===== config.mk =====
export PLATFORM = sky130hd
export DESIGN_NAME = strap_i2c_slave
export DESIGN_NICKNAME = d
export VERILOG_FILES = /design/src/rtl/strap_i2c_pkg.sv /design/src/rtl/i2c_line_sync.sv /design/src/rtl/i2c_byte_engine.sv /design/src/rtl/ctrl_regfile.sv /design/src/rtl/status_flags.sv /design/src/rtl/strap_i2c_slave.sv
export SDC_FILE = /design/constraint.sdc
export NUM_CORES = 1
export LEC_CHECK = 0
export BUFFER_PORTS_ARGS = -buffer_cell sky130_fd_sc_hd__buf_2
export CAP_MARGIN = 20
export CORE_MARGIN = 3
export CORE_UTILIZATION = 50
export DETAILED_ROUTE_END_ITERATION = 7
export PLACE_DENSITY = 0.76
export SYNTH_ARGS = -nofsm -noshare
export SYNTH_HDL_FRONTEND = slang
export SYNTH_SLANG_ARGS = --single-unit

===== constraint.sdc =====
create_clock -name clk_i -period 4.2 [get_ports clk_i]
set_input_delay 0.21 -clock clk_i [delete_from_list [all_inputs] [get_ports clk_i]]
set_output_delay 0.21 -clock clk_i [all_outputs]
set_load 0.03 [all_outputs]

===== src/rtl/strap_i2c_pkg.sv =====
package strap_i2c_pkg;
  typedef enum logic [2:0] {
    ST_IDLE, ST_ADDR, ST_ADDR_ACK, ST_WR_BYTE, ST_WR_ACK, ST_RD_BYTE, ST_RD_ACK
  } bus_state_e;

  localparam logic [2:0] ADDR_HI  = 3'b100;
  localparam logic [1:0] ADDR_MID = 2'b01;

  function automatic logic [6:0] make_addr(input logic strap0, input logic strap1);
    return {ADDR_HI, strap1, ADDR_MID, ~strap0};
  endfunction
endpackage


===== src/rtl/i2c_line_sync.sv =====
module i2c_line_sync #(
  parameter int SYNC_STAGES = 2
) (
  input  logic clk_i,
  input  logic rst_ni,
  input  logic scl_i,
  input  logic sda_i,
  output logic sda_o,
  output logic scl_rise_o,
  output logic scl_fall_o,
  output logic start_o,
  output logic stop_o
);
  logic [SYNC_STAGES-1:0] scl_pipe, sda_pipe;
  logic scl_q, sda_q;
  logic scl_s, sda_s;

  always_ff @(posedge clk_i or negedge rst_ni) begin
    if (!rst_ni) begin
      scl_pipe <= '1;
      sda_pipe <= '1;
      scl_q    <= 1'b1;
      sda_q    <= 1'b1;
    end else begin
      scl_pipe <= {scl_pipe[SYNC_STAGES-2:0], scl_i};
      sda_pipe <= {sda_pipe[SYNC_STAGES-2:0], sda_i};
      scl_q    <= scl_s;
      sda_q    <= sda_s;
    end
  end

  assign scl_s      = scl_pipe[SYNC_STAGES-1];
  assign sda_s      = sda_pipe[SYNC_STAGES-1];
  assign sda_o      = sda_s;
  assign scl_rise_o = scl_s & ~scl_q;
  assign scl_fall_o = ~scl_s & scl_q;
  // SDA edges with SCL held high are bus conditions
  assign start_o    = scl_s & scl_q & sda_q & ~sda_s;
  assign stop_o     = scl_s & scl_q & ~sda_q & sda_s;
endmodule


===== src/rtl/i2c_byte_engine.sv =====
module i2c_byte_engine
  import strap_i2c_pkg::*;
(
  input  logic       clk_i,
  input  logic       rst_ni,
  input  logic       scl_rise_i,
  input  logic       scl_fall_i,
  input  logic       start_i,
  input  logic       stop_i,
  input  logic       sda_i,
  input  logic [6:0] dev_addr_i,
  input  logic [7:0] status_i,
  output logic       sda_oe_o,
  output logic       wr_en_o,
  output logic [7:0] wr_idx_o,
  output logic [7:0] wr_data_o,
  output logic       status_ack_o
);
  localparam logic [3:0] BITS = 4'd8;

  bus_state_e state_q;
  logic [3:0] cnt_q;
  logic [7:0] sh_q, ptr_q, wr_idx_q, wr_data_q;
  logic       sub_pend_q, rd_dir_q, rd_more_q, wr_en_q, ack_smp_q;

  always_ff @(posedge clk_i or negedge rst_ni) begin
    if (!rst_ni) begin
      state_q    <= ST_IDLE;
      cnt_q      <= '0;
      sh_q       <= '0;
      ptr_q      <= '0;
      sub_pend_q <= 1'b0;
      rd_dir_q   <= 1'b0;
      rd_more_q  <= 1'b0;
      wr_en_q    <= 1'b0;
      wr_idx_q   <= '0;
      wr_data_q  <= '0;
      ack_smp_q  <= 1'b0;
    end else begin
      wr_en_q   <= 1'b0;
      ack_smp_q <= 1'b0;
      if (start_i) begin
        state_q <= ST_ADDR;
        cnt_q   <= '0;
      end else if (stop_i) begin
        state_q <= ST_IDLE;
      end else begin
        case (state_q)
          ST_ADDR, ST_WR_BYTE: begin
            if (scl_rise_i && cnt_q < BITS) begin
              sh_q  <= {sh_q[6:0], sda_i};
              cnt_q <= cnt_q + 4'd1;
            end else if (scl_fall_i && cnt_q == BITS) begin
              if (state_q == ST_ADDR) begin
                if (sh_q[7:1] == dev_addr_i) begin
                  state_q  <= ST_ADDR_ACK;
                  rd_dir_q <= sh_q[0];
                end else begin
                  state_q <= ST_IDLE;
                end
              end else begin
                state_q <= ST_WR_ACK;
                if (sub_pend_q) begin
                  ptr_q      <= sh_q;
                  sub_pend_q <= 1'b0;
                end else begin
                  wr_en_q   <= 1'b1;
                  wr_idx_q  <= ptr_q;
                  wr_data_q <= sh_q;
                  ptr_q     <= ptr_q + 8'd1;
                end
              end
            end
          end
          ST_ADDR_ACK: begin
            if (scl_fall_i) begin
              cnt_q <= '0;
              if (rd_dir_q) begin
                state_q <= ST_RD_BYTE;
                sh_q    <= status_i;
              end else begin
                state_q    <= ST_WR_BYTE;
                sub_pend_q <= 1'b1;
              end
            end
          end
          ST_WR_ACK: begin
            if (scl_fall_i) begin
              state_q <= ST_WR_BYTE;
              cnt_q   <= '0;
            end
          end
          ST_RD_BYTE: begin
            if (scl_rise_i && cnt_q < BITS) begin
              cnt_q <= cnt_q + 4'd1;
            end else if (scl_fall_i) begin
              if (cnt_q == BITS) state_q <= ST_RD_ACK;
              else               sh_q    <= {sh_q[6:0], 1'b0};
            end
          end
          ST_RD_ACK: begin
            if (scl_rise_i) begin
              ack_smp_q <= 1'b1;
              rd_more_q <= ~sda_i;
            end else if (scl_fall_i) begin
              if (rd_more_q) begin
                state_q <= ST_RD_BYTE;
                sh_q    <= status_i;
                cnt_q   <= '0;
              end else begin
                state_q <= ST_IDLE;
              end
            end
          end
          default: state_q <= ST_IDLE;
        endcase
      end
    end
  end

  assign sda_oe_o     = (state_q == ST_ADDR_ACK) | (state_q == ST_WR_ACK) |
                        ((state_q == ST_RD_BYTE) & ~sh_q[7]);
  assign wr_en_o      = wr_en_q;
  assign wr_idx_o     = wr_idx_q;
  assign wr_data_o    = wr_data_q;
  assign status_ack_o = ack_smp_q;

  p_stop_release_r9: assert property (@(posedge clk_i) disable iff (!rst_ni)
    stop_i && !start_i |=> !sda_oe_o);
  p_start_addr_r9: assert property (@(posedge clk_i) disable iff (!rst_ni)
    start_i |=> state_q == ST_ADDR);
  p_idle_quiet_r2: assert property (@(posedge clk_i) disable iff (!rst_ni)
    (state_q == ST_IDLE) && !start_i |=> !sda_oe_o);
  p_write_in_ack_r3: assert property (@(posedge clk_i) disable iff (!rst_ni)
    wr_en_o |-> state_q == ST_WR_ACK);
  p_ack_after_byte_r7: assert property (@(posedge clk_i) disable iff (!rst_ni)
    status_ack_o |-> state_q == ST_RD_ACK);
endmodule


===== src/rtl/ctrl_regfile.sv =====
module ctrl_regfile #(
  parameter int                    NUM_REGS  = 3,
  parameter logic [NUM_REGS*8-1:0] DEF_OPEN  = 24'h30D616,
  parameter logic [NUM_REGS*8-1:0] DEF_STRAP = 24'h30D656
) (
  input  logic                  clk_i,
  input  logic                  rst_ni,
  input  logic                  strap0_i,
  input  logic                  wr_en_i,
  input  logic [7:0]            wr_idx_i,
  input  logic [7:0]            wr_data_i,
  output logic [NUM_REGS*8-1:0] regs_o
);
  logic init_q;

  // preset is picked on the first clock after reset, strap sampled then
  always_ff @(posedge clk_i or negedge rst_ni) begin
    if (!rst_ni) init_q <= 1'b0;
    else         init_q <= 1'b1;
  end

  for (genvar g = 0; g < NUM_REGS; g++) begin : g_reg
    logic [7:0] val_q;
    always_ff @(posedge clk_i or negedge rst_ni) begin
      if (!rst_ni)                                 val_q <= DEF_OPEN[g*8 +: 8];
      else if (!init_q)                            val_q <= strap0_i ? DEF_STRAP[g*8 +: 8]
                                                                     : DEF_OPEN[g*8 +: 8];
      else if (wr_en_i && wr_idx_i == 8'(g))       val_q <= wr_data_i;
    end
    assign regs_o[g*8 +: 8] = val_q;
  end

  p_preset_r8: assert property (@(posedge clk_i) disable iff (!rst_ni)
    !init_q |=> regs_o == ($past(strap0_i) ? DEF_STRAP : DEF_OPEN));
  p_hold_r3: assert property (@(posedge clk_i) disable iff (!rst_ni)
    init_q && !wr_en_i |=> $stable(regs_o));
  p_discard_r4: assert property (@(posedge clk_i) disable iff (!rst_ni)
    init_q && wr_en_i && wr_idx_i >= 8'(NUM_REGS) |=> $stable(regs_o));
endmodule


===== src/rtl/status_flags.sv =====
module status_flags (
  input  logic       clk_i,
  input  logic       rst_ni,
  input  logic       afc_win_i,
  input  logic       vif_lev_i,
  input  logic       carr_det_i,
  input  logic [3:0] afc_i,
  input  logic       supply_fail_i,
  input  logic       status_ack_i,
  output logic [7:0] status_o
);
  logic por_q;

  always_ff @(posedge clk_i or negedge rst_ni) begin
    if (!rst_ni)            por_q <= 1'b1;
    else if (supply_fail_i) por_q <= 1'b1;
    else if (status_ack_i)  por_q <= 1'b0;
  end

  assign status_o = {afc_win_i, vif_lev_i, carr_det_i, afc_i, por_q};

  p_por_set_r7: assert property (@(posedge clk_i) disable iff (!rst_ni)
    supply_fail_i |=> por_q);
  p_por_clear_r7: assert property (@(posedge clk_i) disable iff (!rst_ni)
    status_ack_i && !supply_fail_i |=> !por_q);
  p_por_sticky_r7: assert property (@(posedge clk_i) disable iff (!rst_ni)
    por_q && !status_ack_i |=> por_q);
endmodule


===== src/rtl/strap_i2c_slave.sv =====
module strap_i2c_slave
  import strap_i2c_pkg::*;
#(
  parameter int                    NUM_REGS    = 3,
  parameter int                    SYNC_STAGES = 2,
  parameter logic [NUM_REGS*8-1:0] DEF_OPEN    = 24'h30D616,
  parameter logic [NUM_REGS*8-1:0] DEF_STRAP   = 24'h30D656
) (
  input  logic                  clk_i,
  input  logic                  rst_ni,
  input  logic                  scl_i,
  input  logic                  sda_i,
  output logic                  sda_oe_o,
  input  logic                  strap0_i,
  input  logic                  strap1_i,
  input  logic                  afc_win_i,
  input  logic                  vif_lev_i,
  input  logic                  carr_det_i,
  input  logic [3:0]            afc_i,
  input  logic                  supply_fail_i,
  output logic [NUM_REGS*8-1:0] regs_o
);
  logic       sda_s, scl_rise, scl_fall, bus_start, bus_stop;
  logic       wr_en, status_ack;
  logic [7:0] wr_idx, wr_data, status;
  logic [6:0] dev_addr;

  assign dev_addr = make_addr(strap0_i, strap1_i);

  i2c_line_sync #(.SYNC_STAGES(SYNC_STAGES)) u_sync (
    .clk_i, .rst_ni, .scl_i, .sda_i,
    .sda_o(sda_s), .scl_rise_o(scl_rise), .scl_fall_o(scl_fall),
    .start_o(bus_start), .stop_o(bus_stop)
  );

  i2c_byte_engine u_engine (
    .clk_i, .rst_ni,
    .scl_rise_i(scl_rise), .scl_fall_i(scl_fall),
    .start_i(bus_start), .stop_i(bus_stop), .sda_i(sda_s),
    .dev_addr_i(dev_addr), .status_i(status),
    .sda_oe_o, .wr_en_o(wr_en), .wr_idx_o(wr_idx), .wr_data_o(wr_data),
    .status_ack_o(status_ack)
  );

  ctrl_regfile #(.NUM_REGS(NUM_REGS), .DEF_OPEN(DEF_OPEN), .DEF_STRAP(DEF_STRAP)) u_regs (
    .clk_i, .rst_ni, .strap0_i,
    .wr_en_i(wr_en), .wr_idx_i(wr_idx), .wr_data_i(wr_data), .regs_o
  );

  status_flags u_status (
    .clk_i, .rst_ni, .afc_win_i, .vif_lev_i, .carr_det_i, .afc_i,
    .supply_fail_i, .status_ack_i(status_ack), .status_o(status)
  );
endmodule


==> flow_summary.ini <==
[synth]
syn_avg_cell_area_sq_um = 10.7
synth_flop_cell = dfrtp_1
syn_area_sq_um = 3620
synth.distinct_cells = 58
synth_seq_cells = 76
yosys.area.top_type_share_pct = 40.8
synth_edf_count = 0
async_flop_share_pct = 100
yosysSeqAreaShare_pct = 53.1
syn_inst = 338
ys_warn_count = 0
yosys.area.top_type = dfrtp_1
syn_nets = 355
synth_area_leaders = dfrtp_1 (41%), dfstp_2 (12%), mux2_2 (6.8%), mux2i_1 (6.4%), nand2_1 (5.7%)

[detailed_routing]
met3_length_um = 255
vias = 2670
wl_met1_mm = 3.46
wl_per_cell_um = 15.9
routed-wl-met2_mm = 3.68
drtPass1Iterations = 5
viasPerCell = 5.61
routed_wl_mm = 7.58
drc = 0
drt_iter0_drc = 148
top_layer = met4
ant_nets = 0

[worst_setup_path]
ff2ff_setup_slack_ns = 1.72
crit_path_max_incr_delay_ns = 0.60
crit_chain = nor2b_1 -> a32o_1 -> o221ai_2 -> nor3_4 -> mux2_2
cp-end-kind = flip-flop
worstSetupPathType = reg2reg
cp-start-kind = flip-flop
slowest_stage = nor2b_1
worstPathArrival_ns = 2.72
critPathMaxFanout = 14
required_ns = 4.44

[timing]
setup_viol = 0
tightest_slew_ns = 1.12
maxSlewViolCount = 0
fin_skew_ns = 0.00872
fin_crit_sh_pct = 59.1
relSlewSlack_pct = 24.6
rsz0062_at_grt = no
setup_tns_ns = 0
hold_viol_final = 9
hold_ws_ns = -0.0131
min_period_ns = 2.48
clock.fmax_ghz = 0.403

[finish]
design_area_sq_um = 4100
num-nets-final = 392
areaGrowthSynthToFinish_pct = 13.2
n_antenna_cell = 0
nFillCells = 604
drive_above_1_share_pct = 26.3
fin_util_pct = 59.3

[place]
place_area_sq_um = 3870
gp_congestion = 0.898
hpwlAfterDp_mm = 5.10
io_buffer_count = 38

[clock_network]
cts_tree = built
clockBufferDepth = 2
clock_latency_ns = 0.35
numCtsBuffers = 9
cts.sinks = 76
cts_max_level = 3
clk_pin_slew_ns = 0.08
clockRootBuffer = clkbuf_8

[grt]
grt_max_degree = 77
grt-ovfl-total = 0
antenna_found_initial = 0
grt_usage_pct = 19.7
grt_pass1_wl_mm = 13.1
grt_pass1_vias = 2721

[floorplanning]
die_x_um = 91.1
die_height_um = 91.1
rows = 30
design.core.area_sq_um = 6910
start_util_pct = 52.4
die-area_sq_um = 8290
ios = 39

[pwr]
p_leak_nw = 1.91
p_per_area_nw_per_um2 = 460
vdd_drop_max_uv = 266
p_total_mw = 1.88

[flow_run]
maxCapViolCount = 0

[outcome]
violations = hold timing
outcome = complete, but fails checks

[hold_path]
hp-class = in2async
[power breakdown]
part | total (mW) | switching [mW] | internal, mW
sequential | 0.960 | 0.148 | 0.812
clock | 0.572 | 0.278 | 0.295
combinational | 0.352 | 0.190 | 0.162
[worst max-delay path, delay by kind of cell (launching register included)]
| family | cells | cell delay (ns) |
|---|---|---|
| muxes | 1 | 0.39 |
| and+or+nand+nor | 2 | 0.99 |
| AOI/OAI and AO/OA | 2 | 0.41 |
| DFF | 1 | 0.58 |
[cells in the final DEF (no fill, tap or decap), types with 9 or more instances in the layout]
master,instances
o21ai_0,19
inv_1,11
nor2b_1,13
dfstp_2,17
dfrtp_1,59
a21oi_1,9
nand3_1,11
mux2i_1,23
buf_2,37
nand2_1,55
mux2_2,22
clkbuf_8,10
nor2_1,11
[cells in the mapped netlist, drive strengths merged (4+ instances only)]
cell / n
a21boi: 4
a21oi: 9
buf: 6
clkbuf: 9
dfrtp: 59
dfstp: 17
inv: 11
mux2: 22
mux2i: 23
nand2: 55
nand3: 11
nor2: 12
nor2b: 13
nor3: 7
o21ai: 19
[what timing repair did]
item | 4_1_cts | 5_1_grt
hold endpoints to repair | 2 | 0
buffers inserted | 0 | 0
gates resized for setup | 0 | 0
hold buffers | 2 | 0
[layer usage]
metal	global-route usage, %	vias to the layer above
met4	9.42	0
met3	3.15	19
met5	0	-
met1	26.8	1313
met2	30.9	67
li1	-	1271
[worst paths after layout]
path / start / end / cells after the start
max: u_engine.state_q[1] / u_engine.sh_q[2] / 5
min: rst_ni / u_engine.wr_idx_o[7] / 1
max reg2reg: u_engine.state_q[1] / u_engine.sh_q[2] / 5
min reg2reg: u_sync.scl_pipe[0] / u_sync.scl_pipe[1] / 0
max in group asynchronous: rst_ni / u_engine.sub_pend_q / 1
min in group clk_i: supply_fail_i / u_status.por_q / 2
[registers in the layout (all words and copies together), names as in the netlist, 2 cells and up]
register            cells
u_engine.sh_q           8
u_engine.cnt_q          4
u_sync.sda_pipe         2
u_engine.ptr_q          8
u_engine.wr_idx_o       8
u_regs.g.val_q         24
u_sync.scl_pipe         2
u_engine.state_q        3
u_engine.wr_data_o      8
[area by class of cell]
| cell class | count | area (sq um) | area share [%] |
|---|---|---|---|
| Inverter | 12 | 45.0 | 1.10 |
| Multi-Input combinational cell | 235 | 1580 | 38.6 |
| Sequential cell | 76 | 1920 | 46.9 |
| Tap cell | 96 | 120 | 2.93 |
| Timing Repair Buffer | 41 | 220 | 5.38 |
| Clock inverter | 6 | 68.8 | 1.68 |
| Clock buffer | 10 | 138 | 3.36 |
[logic make-up after synthesis]
family          synth area share, %
other cells                   0.104
xor+xnor                      0.726
flops                          53.1
simple gates                   18.0
compound gates                 10.4
buf+inv                        3.15
mux                            13.2
fa+ha+maj                      1.31
[stage by stage]
step / cells / worst slack [ns]
after floorplan: 338 / 2.29
after global placement: 458 / 1.84
after detailed placement: 458 / 1.76
after CTS: 476 / 1.74
after global routing: 476 / 1.54
final: 476 / 1.72
Note: power is estimated with default switching activity, not from simulation.
